`config.mk`:
```
export PLATFORM = sky130hd
export DESIGN_NAME = irq_arbiter
export DESIGN_NICKNAME = d
export VERILOG_FILES = /design/src/rtl/irq_arb_pkg.sv /design/src/rtl/prio_regs.sv /design/src/rtl/prio_tree.sv /design/src/rtl/irq_out_stage.sv /design/src/rtl/irq_arbiter.sv
export SDC_FILE = /design/constraint.sdc
export NUM_CORES = 1
export LEC_CHECK = 0
export BUFFER_PORTS_ARGS = -buffer_cell sky130_fd_sc_hd__buf_2
export CORE_UTILIZATION = 45
export CTS_BUF_LIST = sky130_fd_sc_hd__clkbuf_4 sky130_fd_sc_hd__clkbuf_8 sky130_fd_sc_hd__clkbuf_16
export DETAILED_ROUTE_END_ITERATION = 6
export GPL_ROUTABILITY_DRIVEN = 0
export PLACE_DENSITY = 0.6
export SLEW_MARGIN = 20
export SYNTH_ARGS = -nofsm -noshare
export SYNTH_HDL_FRONTEND = slang
export SYNTH_HIERARCHICAL = 1
export SYNTH_SLANG_ARGS = --single-unit
```
`constraint.sdc`:
```
create_clock -name clk -period 10.15 [get_ports clk]
set_input_delay 0 -clock clk [delete_from_list [all_inputs] [get_ports clk]]
set_output_delay 0 -clock clk [all_outputs]
set_load 0.02 [all_outputs]
```
`src/rtl/irq_arb_pkg.sv`:
```
package irq_arb_pkg;

  typedef enum logic {
    ST_ARB  = 1'b0,
    ST_HOLD = 1'b1
  } out_state_e;

  // Map a source index to the priority field it reads.
  function automatic int field_of(input int src, input int n_solo, input int grp);
    if (src < n_solo) return src;
    return n_solo + (src - n_solo) / grp;
  endfunction

endpackage

```
`src/rtl/prio_regs.sv`:
```
module prio_regs #(
  parameter int NUM_REGS       = 5,
  parameter int FIELDS_PER_REG = 4,
  parameter int LVL_W          = 4,
  localparam int DATA_W        = FIELDS_PER_REG * LVL_W,
  localparam int ADDR_W        = (NUM_REGS > 1) ? $clog2(NUM_REGS) : 1,
  localparam int NUM_FIELDS    = NUM_REGS * FIELDS_PER_REG
) (
  input  logic                                  clk,
  input  logic                                  rst_n,
  input  logic                                  reg_we,
  input  logic [ADDR_W-1:0]                     reg_addr,
  input  logic [DATA_W-1:0]                     reg_wdata,
  output logic [NUM_FIELDS-1:0][LVL_W-1:0]      field_lvl
);

  logic [NUM_REGS-1:0][DATA_W-1:0] regs_q;

  always_ff @(posedge clk or negedge rst_n) begin
    if (!rst_n) begin
      regs_q <= '0;
    end else if (reg_we && (int'(reg_addr) < NUM_REGS)) begin
      regs_q[reg_addr] <= reg_wdata;
    end
  end

  for (genvar r = 0; r < NUM_REGS; r++) begin : g_reg
    for (genvar k = 0; k < FIELDS_PER_REG; k++) begin : g_fld
      assign field_lvl[r*FIELDS_PER_REG + k] = regs_q[r][k*LVL_W +: LVL_W];
    end
  end


  bad_addr_ignore_chk: assert property (@(posedge clk) disable iff (!rst_n)
    (reg_we && (int'(reg_addr) >= NUM_REGS)) |=> $stable(regs_q));

endmodule

```
`src/rtl/prio_tree.sv`:
```
module prio_tree #(
  parameter int N     = 24,
  parameter int LVL_W = 4,
  localparam int IDX_W = (N > 1) ? $clog2(N) : 1,
  localparam int DEPTH = (N > 1) ? $clog2(N) : 1,
  localparam int P     = 1 << DEPTH,
  localparam int NODES = 2 * P - 1
) (
  input  logic [N-1:0][LVL_W-1:0] lvl_in,
  output logic [LVL_W-1:0]        win_lvl,
  output logic [IDX_W-1:0]        win_idx
);

  logic [LVL_W-1:0] nl [NODES];
  logic [IDX_W-1:0] ni [NODES];

  for (genvar i = 0; i < P; i++) begin : g_leaf
    if (i < N) begin : g_real
      assign nl[P-1+i] = lvl_in[i];
      assign ni[P-1+i] = IDX_W'(i);
    end else begin : g_pad
      assign nl[P-1+i] = '0;
      assign ni[P-1+i] = '0;
    end
  end

  // Left child always carries lower indices, so >= keeps the lower index on a tie.
  for (genvar n = 0; n < P - 1; n++) begin : g_node
    logic take_left;
    assign take_left = nl[2*n+1] >= nl[2*n+2];
    assign nl[n] = take_left ? nl[2*n+1] : nl[2*n+2];
    assign ni[n] = take_left ? ni[2*n+1] : ni[2*n+2];
  end

  assign win_lvl = nl[0];
  assign win_idx = ni[0];

  logic order_bad;
  always_comb begin
    order_bad = 1'b0;
    for (int i = 0; i < N; i++) begin
      if (lvl_in[i] > win_lvl) order_bad = 1'b1;
      if ((lvl_in[i] == win_lvl) && (lvl_in[i] != '0) && (i < int'(win_idx))) order_bad = 1'b1;
    end

    tree_order_chk: assert (!order_bad);
  end

endmodule

```
`src/rtl/irq_out_stage.sv`:
```
module irq_out_stage #(
  parameter int N        = 24,
  parameter int LVL_W    = 4,
  parameter int VEC_W    = 8,
  parameter int NUM_EXT  = 4,
  parameter int VEC_BASE = 64,
  localparam int IDX_W   = (N > 1) ? $clog2(N) : 1
) (
  input  logic             clk,
  input  logic             rst_n,
  input  logic [LVL_W-1:0] win_lvl,
  input  logic [IDX_W-1:0] win_idx,
  input  logic [LVL_W-1:0] sr_mask,
  input  logic             ext_vec_mode,
  input  logic [VEC_W-1:0] ext_vec,
  input  logic             irq_ack,
  output logic             irq_req,
  output logic [LVL_W-1:0] irq_level,
  output logic [VEC_W-1:0] irq_vector
);
  import irq_arb_pkg::*;

  out_state_e       state_q;
  logic             req_q;
  logic [LVL_W-1:0] lvl_q;
  logic [VEC_W-1:0] vec_q;

  logic             accept;
  logic             use_ext;
  logic [VEC_W-1:0] nxt_vec;

  assign accept  = win_lvl > sr_mask;
  assign use_ext = ext_vec_mode && (int'(win_idx) < NUM_EXT);
  assign nxt_vec = use_ext ? ext_vec : (VEC_W'(VEC_BASE) + VEC_W'(win_idx));

  always_ff @(posedge clk or negedge rst_n) begin
    if (!rst_n) begin
      state_q <= ST_ARB;
      req_q   <= 1'b0;
      lvl_q   <= '0;
      vec_q   <= '0;
    end else if ((state_q == ST_ARB) && irq_ack && req_q) begin
      state_q <= ST_HOLD;
      req_q   <= 1'b0;
    end else begin
      state_q <= ST_ARB;
      req_q   <= accept;
      lvl_q   <= accept ? win_lvl : '0;
      vec_q   <= accept ? nxt_vec : '0;
    end
  end

  assign irq_req    = req_q;
  assign irq_level  = lvl_q;
  assign irq_vector = vec_q;


  req_above_mask_chk: assert property (@(posedge clk) disable iff (!rst_n)
    irq_req |-> (irq_level > $past(sr_mask)));


  req_level_nonzero_chk: assert property (@(posedge clk) disable iff (!rst_n)
    irq_req |-> (irq_level != '0));


  ack_freeze_chk: assert property (@(posedge clk) disable iff (!rst_n)
    (irq_ack && irq_req) |=> (!irq_req && $stable(irq_level) && $stable(irq_vector)));


  hold_release_chk: assert property (@(posedge clk) disable iff (!rst_n)
    (state_q == ST_HOLD) |=> (state_q == ST_ARB));

endmodule

```
`src/rtl/irq_arbiter.sv`:
```
module irq_arbiter #(
  parameter int NUM_REGS       = 5,
  parameter int FIELDS_PER_REG = 4,
  parameter int LVL_W          = 4,
  parameter int NUM_SOLO       = 16,
  parameter int GROUP_SIZE     = 2,
  parameter int NUM_EXT        = 4,
  parameter int VEC_W          = 8,
  parameter int VEC_BASE       = 64,
  localparam int NUM_FIELDS    = NUM_REGS * FIELDS_PER_REG,
  localparam int NUM_SRC       = NUM_SOLO + (NUM_FIELDS - NUM_SOLO) * GROUP_SIZE,
  localparam int DATA_W        = FIELDS_PER_REG * LVL_W,
  localparam int ADDR_W        = (NUM_REGS > 1) ? $clog2(NUM_REGS) : 1,
  localparam int IDX_W         = (NUM_SRC > 1) ? $clog2(NUM_SRC) : 1
) (
  input  logic               clk,
  input  logic               rst_n,
  input  logic               reg_we,
  input  logic [ADDR_W-1:0]  reg_addr,
  input  logic [DATA_W-1:0]  reg_wdata,
  input  logic [NUM_SRC-1:0] irq_src,
  input  logic [LVL_W-1:0]   sr_mask,
  input  logic               ext_vec_mode,
  input  logic [VEC_W-1:0]   ext_vec,
  output logic               irq_req,
  input  logic               irq_ack,
  output logic [LVL_W-1:0]   irq_level,
  output logic [VEC_W-1:0]   irq_vector
);
  import irq_arb_pkg::*;

  logic [NUM_FIELDS-1:0][LVL_W-1:0] field_lvl;
  logic [NUM_SRC-1:0][LVL_W-1:0]    src_lvl;
  logic [LVL_W-1:0]                 win_lvl;
  logic [IDX_W-1:0]                 win_idx;

  prio_regs #(
    .NUM_REGS       (NUM_REGS),
    .FIELDS_PER_REG (FIELDS_PER_REG),
    .LVL_W          (LVL_W)
  ) u_regs (
    .clk       (clk),
    .rst_n     (rst_n),
    .reg_we    (reg_we),
    .reg_addr  (reg_addr),
    .reg_wdata (reg_wdata),
    .field_lvl (field_lvl)
  );

  // An idle line competes at level 0, the same as a disabled source.
  for (genvar i = 0; i < NUM_SRC; i++) begin : g_src
    localparam int FLD = field_of(i, NUM_SOLO, GROUP_SIZE);
    assign src_lvl[i] = irq_src[i] ? field_lvl[FLD] : '0;
  end

  prio_tree #(
    .N     (NUM_SRC),
    .LVL_W (LVL_W)
  ) u_tree (
    .lvl_in  (src_lvl),
    .win_lvl (win_lvl),
    .win_idx (win_idx)
  );

  irq_out_stage #(
    .N        (NUM_SRC),
    .LVL_W    (LVL_W),
    .VEC_W    (VEC_W),
    .NUM_EXT  (NUM_EXT),
    .VEC_BASE (VEC_BASE)
  ) u_out (
    .clk          (clk),
    .rst_n        (rst_n),
    .win_lvl      (win_lvl),
    .win_idx      (win_idx),
    .sr_mask      (sr_mask),
    .ext_vec_mode (ext_vec_mode),
    .ext_vec      (ext_vec),
    .irq_ack      (irq_ack),
    .irq_req      (irq_req),
    .irq_level    (irq_level),
    .irq_vector   (irq_vector)
  );


  idle_outputs_zero_chk: assert property (@(posedge clk) disable iff (!rst_n)
    !irq_req |-> (irq_level == '0 || $past(irq_req)));

endmodule

```
==> summary.md, run 1 <==
## Yosys
* **cell area after synthesis** 0.00795 mm²
* **number of flops mapped to enable cells by yosys** 0
* **number of distinct standard cells referenced by the synthesized netlist** 70
* **fraction of registers with async set/reset** 1.00
* **Post-Syn Instances** 812
* **Synthesis Warnings** 6
* **sequential share of the synthesized area** 0.296
* **fraction of synthesized cell area taken by the top area cell type** 0.296
* **Avg Synthesized Cell Area** 9.79 µm²
* **flop and latch count out of synthesis** 94
* **cell types occupying the most area after synthesis** dfrtp_1 (30%), ha_1 (14%), mux2_2 (13%)
* **Mapped Nets** 961
* **top cell type by total area after synthesis** dfrtp_1
* **leading register cell type out of synthesis** dfrtp_1

## STA
* **clock period minus worst slack** 9430 ps
* **final critical-path share of the clock period** 0.929
* **setup violators final** 0
* **Achievable Freq** 106 MHz
* **max-slew violation total from the final report** 0
* **Tightest Pin Transition** 1050 ps
* **Slew headroom** 0.294
* **total negative slack for setup checks** 0 ps
* **number of hold violations in the final report** 0
* **post-layout worst setup margin** 719 ps
* **RSZ-0062 raised after global routing** false
* **setup clock skew after layout** 8.65 ps

## Detailed routing
* **detailed-route DRC error count** 0
* **vias after detailed routing** 5925
* **final routed wirelength across all metal layers** 18.4 mm
* **antenna viol nets, final** 0
* **via-per-instance ratio** 5.30
* **Avg WL per Cell** 16.4 µm
* **length of the first detailed-routing pass in iterations** 4
* **drt initial violations** 223

## Floorplan
* **effective utilization at floorplan** 0.460
* **DIE HEIGHT** 135 µm
* **core area** 0.0173 mm²
* **die area** 0.0182 mm²
* **I/O pin total** 73
* **horizontal extent of the die** 135 µm
* **Site Rows** 48

## Min path
* **path category of the worst min-delay check** input port to flip-flop

## Layout
* **Filler Cell Count** 1655
* **area occupied by multi-input gates** 0.00514 mm²
* **total inserted antenna cells** 0
* **Register Area** 0.00235 mm²
* **number of nets in the layout** 1037
* **Syn-to-layout area delta** 11.8%
* **share of final-layout standard cells stronger than drive strength 1** 0.242

## Placement
* **Post-Place Setup Slack** 578 ps
* **port buffer count** 72
* **estimated wirelength of the detail-placed design** 14.3 mm

## Clocking
* **cell at the root of the clock tree** clkbuf_16
* **clock latency at the later pin of the worst-skew pair** 360 ps
* **CTS tree** done
* **# clock sinks** 94
* **number of buffers on the longest clock path** 2
* **Post-CTS Setup Inserts** 0
* **CTS HTree Levels** 3
* **total clock buffers created by CTS** 9
* **clock edge transition at the registers on the reported setup and hold paths** 70 ps

## Setup path
* **type of the worst setup path** flip-flop to flip-flop
* **Setup crit start kind** flip-flop
* **critical path buffer and inverter count** 2
* **CP arrival** 9650 ps
* **Crit path max-delay family** compound AO/OA/AOI/OAI gates
* **Max FO, Critical Path** 13
* **slowest library cell on the worst path** a2111oi_2
* **data required time of the critical path** 10370 ps
* **crit end category** flip-flop
* **CP max stage delay** 460 ps
* **Most Frequent Cell on Critical Path** a21o_1

## Global routing
* **Overflow after GRT** 0
* **initial antenna violation count** 0
* **first-pass GRT wire length** 29.1 mm
* **GRT Overall Usage** 0.212
* **pin count of the biggest net entering global routing** 70
* **number of global-route vias before repair** 5535

## Status
* **result of the run** complete, no violations

## Job
* **max-cap viol count** 0

[layout by cell type (no fill, tap or decap), types with 5 or more instances in the layout]
| master | instances |
|---|---|
| nor2_1 | 31 |
| ha_1 | 89 |
| inv_1 | 91 |
| nand2_1 | 34 |
| a31oi_1 | 9 |
| o31ai_2 | 5 |
| mux2i_1 | 50 |
| and2_1 | 101 |
| o211ai_1 | 6 |
| a21oi_1 | 37 |
| nor3_1 | 6 |
| mux2_2 | 91 |
| dlygate4sd3_1 | 7 |
| nand3_1 | 6 |
| or2_2 | 6 |
| a2111oi_2 | 5 |
| nand2b_1 | 19 |
| clkbuf_16 | 9 |
| o21a_1 | 7 |
| dfrtp_1 | 94 |
| o21ai_0 | 14 |
| a21o_1 | 27 |
| buf_2 | 71 |
[layer usage]
layer | share of wire | vias up | GRT usage
met1 | 0.50 | 2789 | 0.297
met4 | 0.0092 | 0 | 0.0487
met3 | 0.034 | 13 | 0.0334
met5 | 0 | - | 0
li1 | - | 3026 | -
met2 | 0.46 | 97 | 0.341
[cell type report]
class | count | area share
inverters | 91 | 0.0384
clock buffers | 9 | 0.0253
multi-input cells | 611 | 0.578
clock inverters | 7 | 0.0117
repair buffers | 81 | 0.0504
flip-flops and latches | 94 | 0.265
well taps | 225 | 0.0317
[what timing repair did]
action | in CTS | in global routing
endpoints found under the setup margin | 0 | 13
hold buffers | 7 | 0
hold endpoints to repair | 31 | 0
gates resized for setup | 0 | 6
[sequential cells by signal, summed over array words and instances (netlist names)]
name,cells
u_out/irq_level,4
u_out/state_q,1
u_regs/field_lvl,80
u_out/irq_vector,8
u_out/irq_req,1
[cell usage after synthesis, types with 2 or more instances]
library cell / instances
or2_2: 6
a2111oi_2: 2
a211oi_1: 2
and2_1: 101
o21a_1: 7
o311ai_1: 2
nand2b_1: 19
nor2b_1: 4
o31ai_2: 5
nand3_1: 6
buf_6: 6
a2111oi_0: 3
dfrtp_1: 94
nor3_1: 6
mux2i_2: 2
o31a_1: 2
nor2_1: 31
inv_1: 91
and3_1: 2
a31oi_1: 9
a21o_1: 27
o21bai_1: 2
clkbuf_1: 3
a211oi_2: 3
and4bb_2: 2
o31ai_1: 4
o21ai_1: 2
buf_8: 2
o211ai_1: 6
buf_2: 4
o21ai_0: 14
mux2i_1: 50
or3b_2: 2
a211o_1: 4
mux2_2: 91
nand2_1: 34
a21boi_0: 2
a2111o_1: 3
a21oi_1: 37
ha_1: 89
o41ai_1: 2
[path summary, 6_finish.rpt]
check | start | end | slack, ps | cells past startpoint
max reg2reg | u_regs/field_lvl[24]$_DFFE_PN0P_ | u_out/irq_level[1]$_DFFE_PN0N_ | 720 | 41
max in group asynchronous | rst_n | u_regs/field_lvl[64]$_DFFE_PN0P_ | 8840 | 3
max | u_regs/field_lvl[24]$_DFFE_PN0P_ | u_out/irq_level[1]$_DFFE_PN0N_ | 720 | 41
min reg2reg | u_out/irq_vector[5]$_DFFE_PN0N_ | u_out/irq_vector[5]$_DFFE_PN0N_ | 480 | 2
min | reg_wdata[7] | u_regs/field_lvl[23]$_DFFE_PN0P_ | 0.9 | 2
min in group asynchronous | rst_n | u_out/irq_vector[5]$_DFFE_PN0N_ | 90 | 2
[per-stage QoR]
stage          hold slack, ps  area, µm²  utilization  std cells
5_1_grt                  6.04       8890        0.514       1118
2_1_floorplan            -296       7950            -        812
3_3_place_gp            -64.3       8470        0.490       1095
3_5_place_dp            -54.0       8470        0.490       1095
6_report                0.901       8890        0.514       1118
4_1_cts                  3.83       8870        0.513       1118
[cells by family after synthesis]
kind of cell,synth area share
adder cells (fa/ha/maj),0.141
AO/OA/AOI/OAI,0.144
buffers and inverters,0.0601
flip-flops,0.296
AND/OR/NAND/NOR,0.162
multiplexers,0.197
[worst reg2reg max path: cells and delay by family (launching register included)]
family,cells,cell delay (ps)
mux,3,1000
fa+ha+maj,6,1570
buf+inv,2,290
flops,1,370
compound gates,18,4200
simple gates,12,1850
Power of run 1 is not shown: default switching activity piles up to over one toggle a cycle in this logic, so the estimate is an artifact.
==> run 2: changes to the inputs <==
==> constraint.sdc (replaced) <==
create_clock -name clk -period 10.15 [get_ports clk]
set_input_delay 1.015 -clock clk [delete_from_list [all_inputs] [get_ports clk]]
set_output_delay 1.015 -clock clk [all_outputs]
set_load 0.02 [all_outputs]
==> run 2 against run 1 <==
Compared with the run above: non-clock buffer count fell by 3; global-route usage rose by 0.089 points; routed wire length fell by 0.92%; maximum frequency is 1.4% lower; final area up 0.15%; clock skew shrank 1.1 ps; final cell count is 0.18% lower; via count grew 0.41%; critical path depth stayed put; die area is the same; hold slack better by 470 ps; core utilization rose by 0.079 points.
==> summary.md, run 2 (synthesis results as in run 1) <==
## Status
* **result of the run** complete, no violations

## STA
* **setup clock skew after layout** 7.50 ps
* **final critical-path share of the clock period** 0.942
* **post-layout worst setup margin** 589 ps
* **number of hold violations in the final report** 0
* **Slew headroom** 0.312
* **max-slew violation total from the final report** 0
* **setup violators final** 0
* **RSZ-0062 raised after global routing** false
* **clock period minus worst slack** 9560 ps
* **Tightest Pin Transition** 1030 ps
* **Achievable Freq** 105 MHz

## Clocking
* **CTS HTree Levels** 3
* **CTS tree** done
* **number of buffers on the longest clock path** 2
* **total clock buffers created by CTS** 9
* **clock latency at the later pin of the worst-skew pair** 350 ps
* **cell at the root of the clock tree** clkbuf_16
* **clock edge transition at the registers on the reported setup and hold paths** 70 ps
* **# clock sinks** 94

## Detailed routing
* **met3 wire len** 623 µm
* **detailed-route DRC error count** 0
* **Avg WL per Cell** 16.3 µm
* **antenna viol nets, final** 0
* **vias after detailed routing** 5949
* **wl on met1** 9.18 mm
* **length of the first detailed-routing pass in iterations** 4
* **routed length on met2** 8.13 mm
* **drt initial violations** 287
* **final routed wirelength across all metal layers** 18.2 mm
* **DR top layer** met4
* **via-per-instance ratio** 5.33

## Global routing
* **GRT Overall Usage** 0.212
* **first-pass GRT wire length** 29.5 mm
* **Overflow after GRT** 0
* **number of global-route vias before repair** 5728
* **initial antenna violation count** 0
* **pin count of the biggest net entering global routing** 58

## Layout
* **Filler Cell Count** 1625
* **final core utilization** 0.515
* **share of final-layout standard cells stronger than drive strength 1** 0.252
* **commonest cells after routing, fill and taps aside** and2_1 (101), dfrtp_1 (94), inv_1 (91), mux2_2 (91), ha_1 (89)
* **number of nets in the layout** 1034
* **max FFs per register** 80
* **most common library cell in the layout ignoring fill and taps** and2_1
* **Syn-to-layout area delta** 12.0%

## Placement
* **estimated wirelength of the detail-placed design** 14.3 mm
* **Post-Place Setup Slack** -1.41 ps
* **port buffer count** 72

## Floorplan
* **Site Rows** 48
* **effective utilization at floorplan** 0.460
* **horizontal extent of the die** 135 µm
* **die area** 0.0182 mm²
* **I/O pin total** 73
* **DIE HEIGHT** 135 µm
* **core area** 0.0173 mm²

## Setup path
* **Max FO, Critical Path** 13
* **CP max stage delay** 420 ps
* **data required time of the critical path** 10380 ps
* **crit end category** flip-flop
* **type of the worst setup path** input port to flip-flop
* **slowest library cell on the worst path** a2111oi_2
* **Register-to-Register Path Depth** 40
* **CP arrival** 9790 ps
* **Most Frequent Cell on Critical Path** a21o_1
* **Setup crit start kind** input port

## Min path
* **path category of the worst min-delay check** flip-flop to flip-flop
* **worst hold stages** 2

## Job
* **max-cap viol count** 0

## run 2: cell type report
type	count	area [µm²]	share of cell area
Clock inverter	7	104	0.0117
Timing Repair Buffer	78	408	0.0458
Tap cell	225	282	0.0316
Sequential cell	94	2350	0.264
Inverter	91	342	0.0384
Clock buffer	9	225	0.0253
Multi-Input combinational cell	611	5190	0.583
Antenna cell	1	2.50	0.000281
## run 2: through the flow
stage / TNS (ps) / hold WS (ps) / instances / area (µm²)
6_report: 0 / 473 / 1116 / 8900
5_1_grt: 0 / 507 / 1115 / 8900
4_1_cts: 0 / 482 / 1115 / 8830
3_5_place_dp: -1.41 / 465 / 1099 / 8500
3_3_place_gp: 0 / 459 / 1099 / 8500
2_1_floorplan: 0 / 471 / 812 / 7950
## run 2: worst paths after layout
path	from	endpoint	slack (ps)
max in group asynchronous	rst_n	u_regs/field_lvl[15]$_DFFE_PN0P_	8380
setup reg to reg	u_regs/field_lvl[0]$_DFFE_PN0P_	u_out/irq_vector[5]$_DFFE_PN0N_	990
hold reg to reg	u_out/irq_level[3]$_DFFE_PN0N_	u_out/irq_level[3]$_DFFE_PN0N_	470
setup / recovery	irq_src[0]	u_out/irq_vector[5]$_DFFE_PN0N_	590
hold / removal	u_out/irq_level[3]$_DFFE_PN0N_	u_out/irq_level[3]$_DFFE_PN0N_	470
min in group asynchronous	rst_n	u_regs/field_lvl[74]$_DFFE_PN0P_	630
## run 2: repair_timing
item,CTS,global route
hold buffers,0,0
buffers inserted,0,0
endpoints found under the setup margin,0,13
gates resized for setup,0,13
## run 2: worst max-delay path, delay by kind of cell
kind | cells | cell delay (ps)
simple gates | 9 | 1430
compound gates | 19 | 4380
mux | 3 | 970
fa+ha+maj | 6 | 1530
buf+inv | 4 | 430
## run 2: routing by layer
metal	track usage	up-vias
met5	0	-
met4	0.0699	0
met3	0.0255	15
met2	0.338	108
met1	0.299	2801
li1	-	3025
Power of run 2 is left out for the same reason.
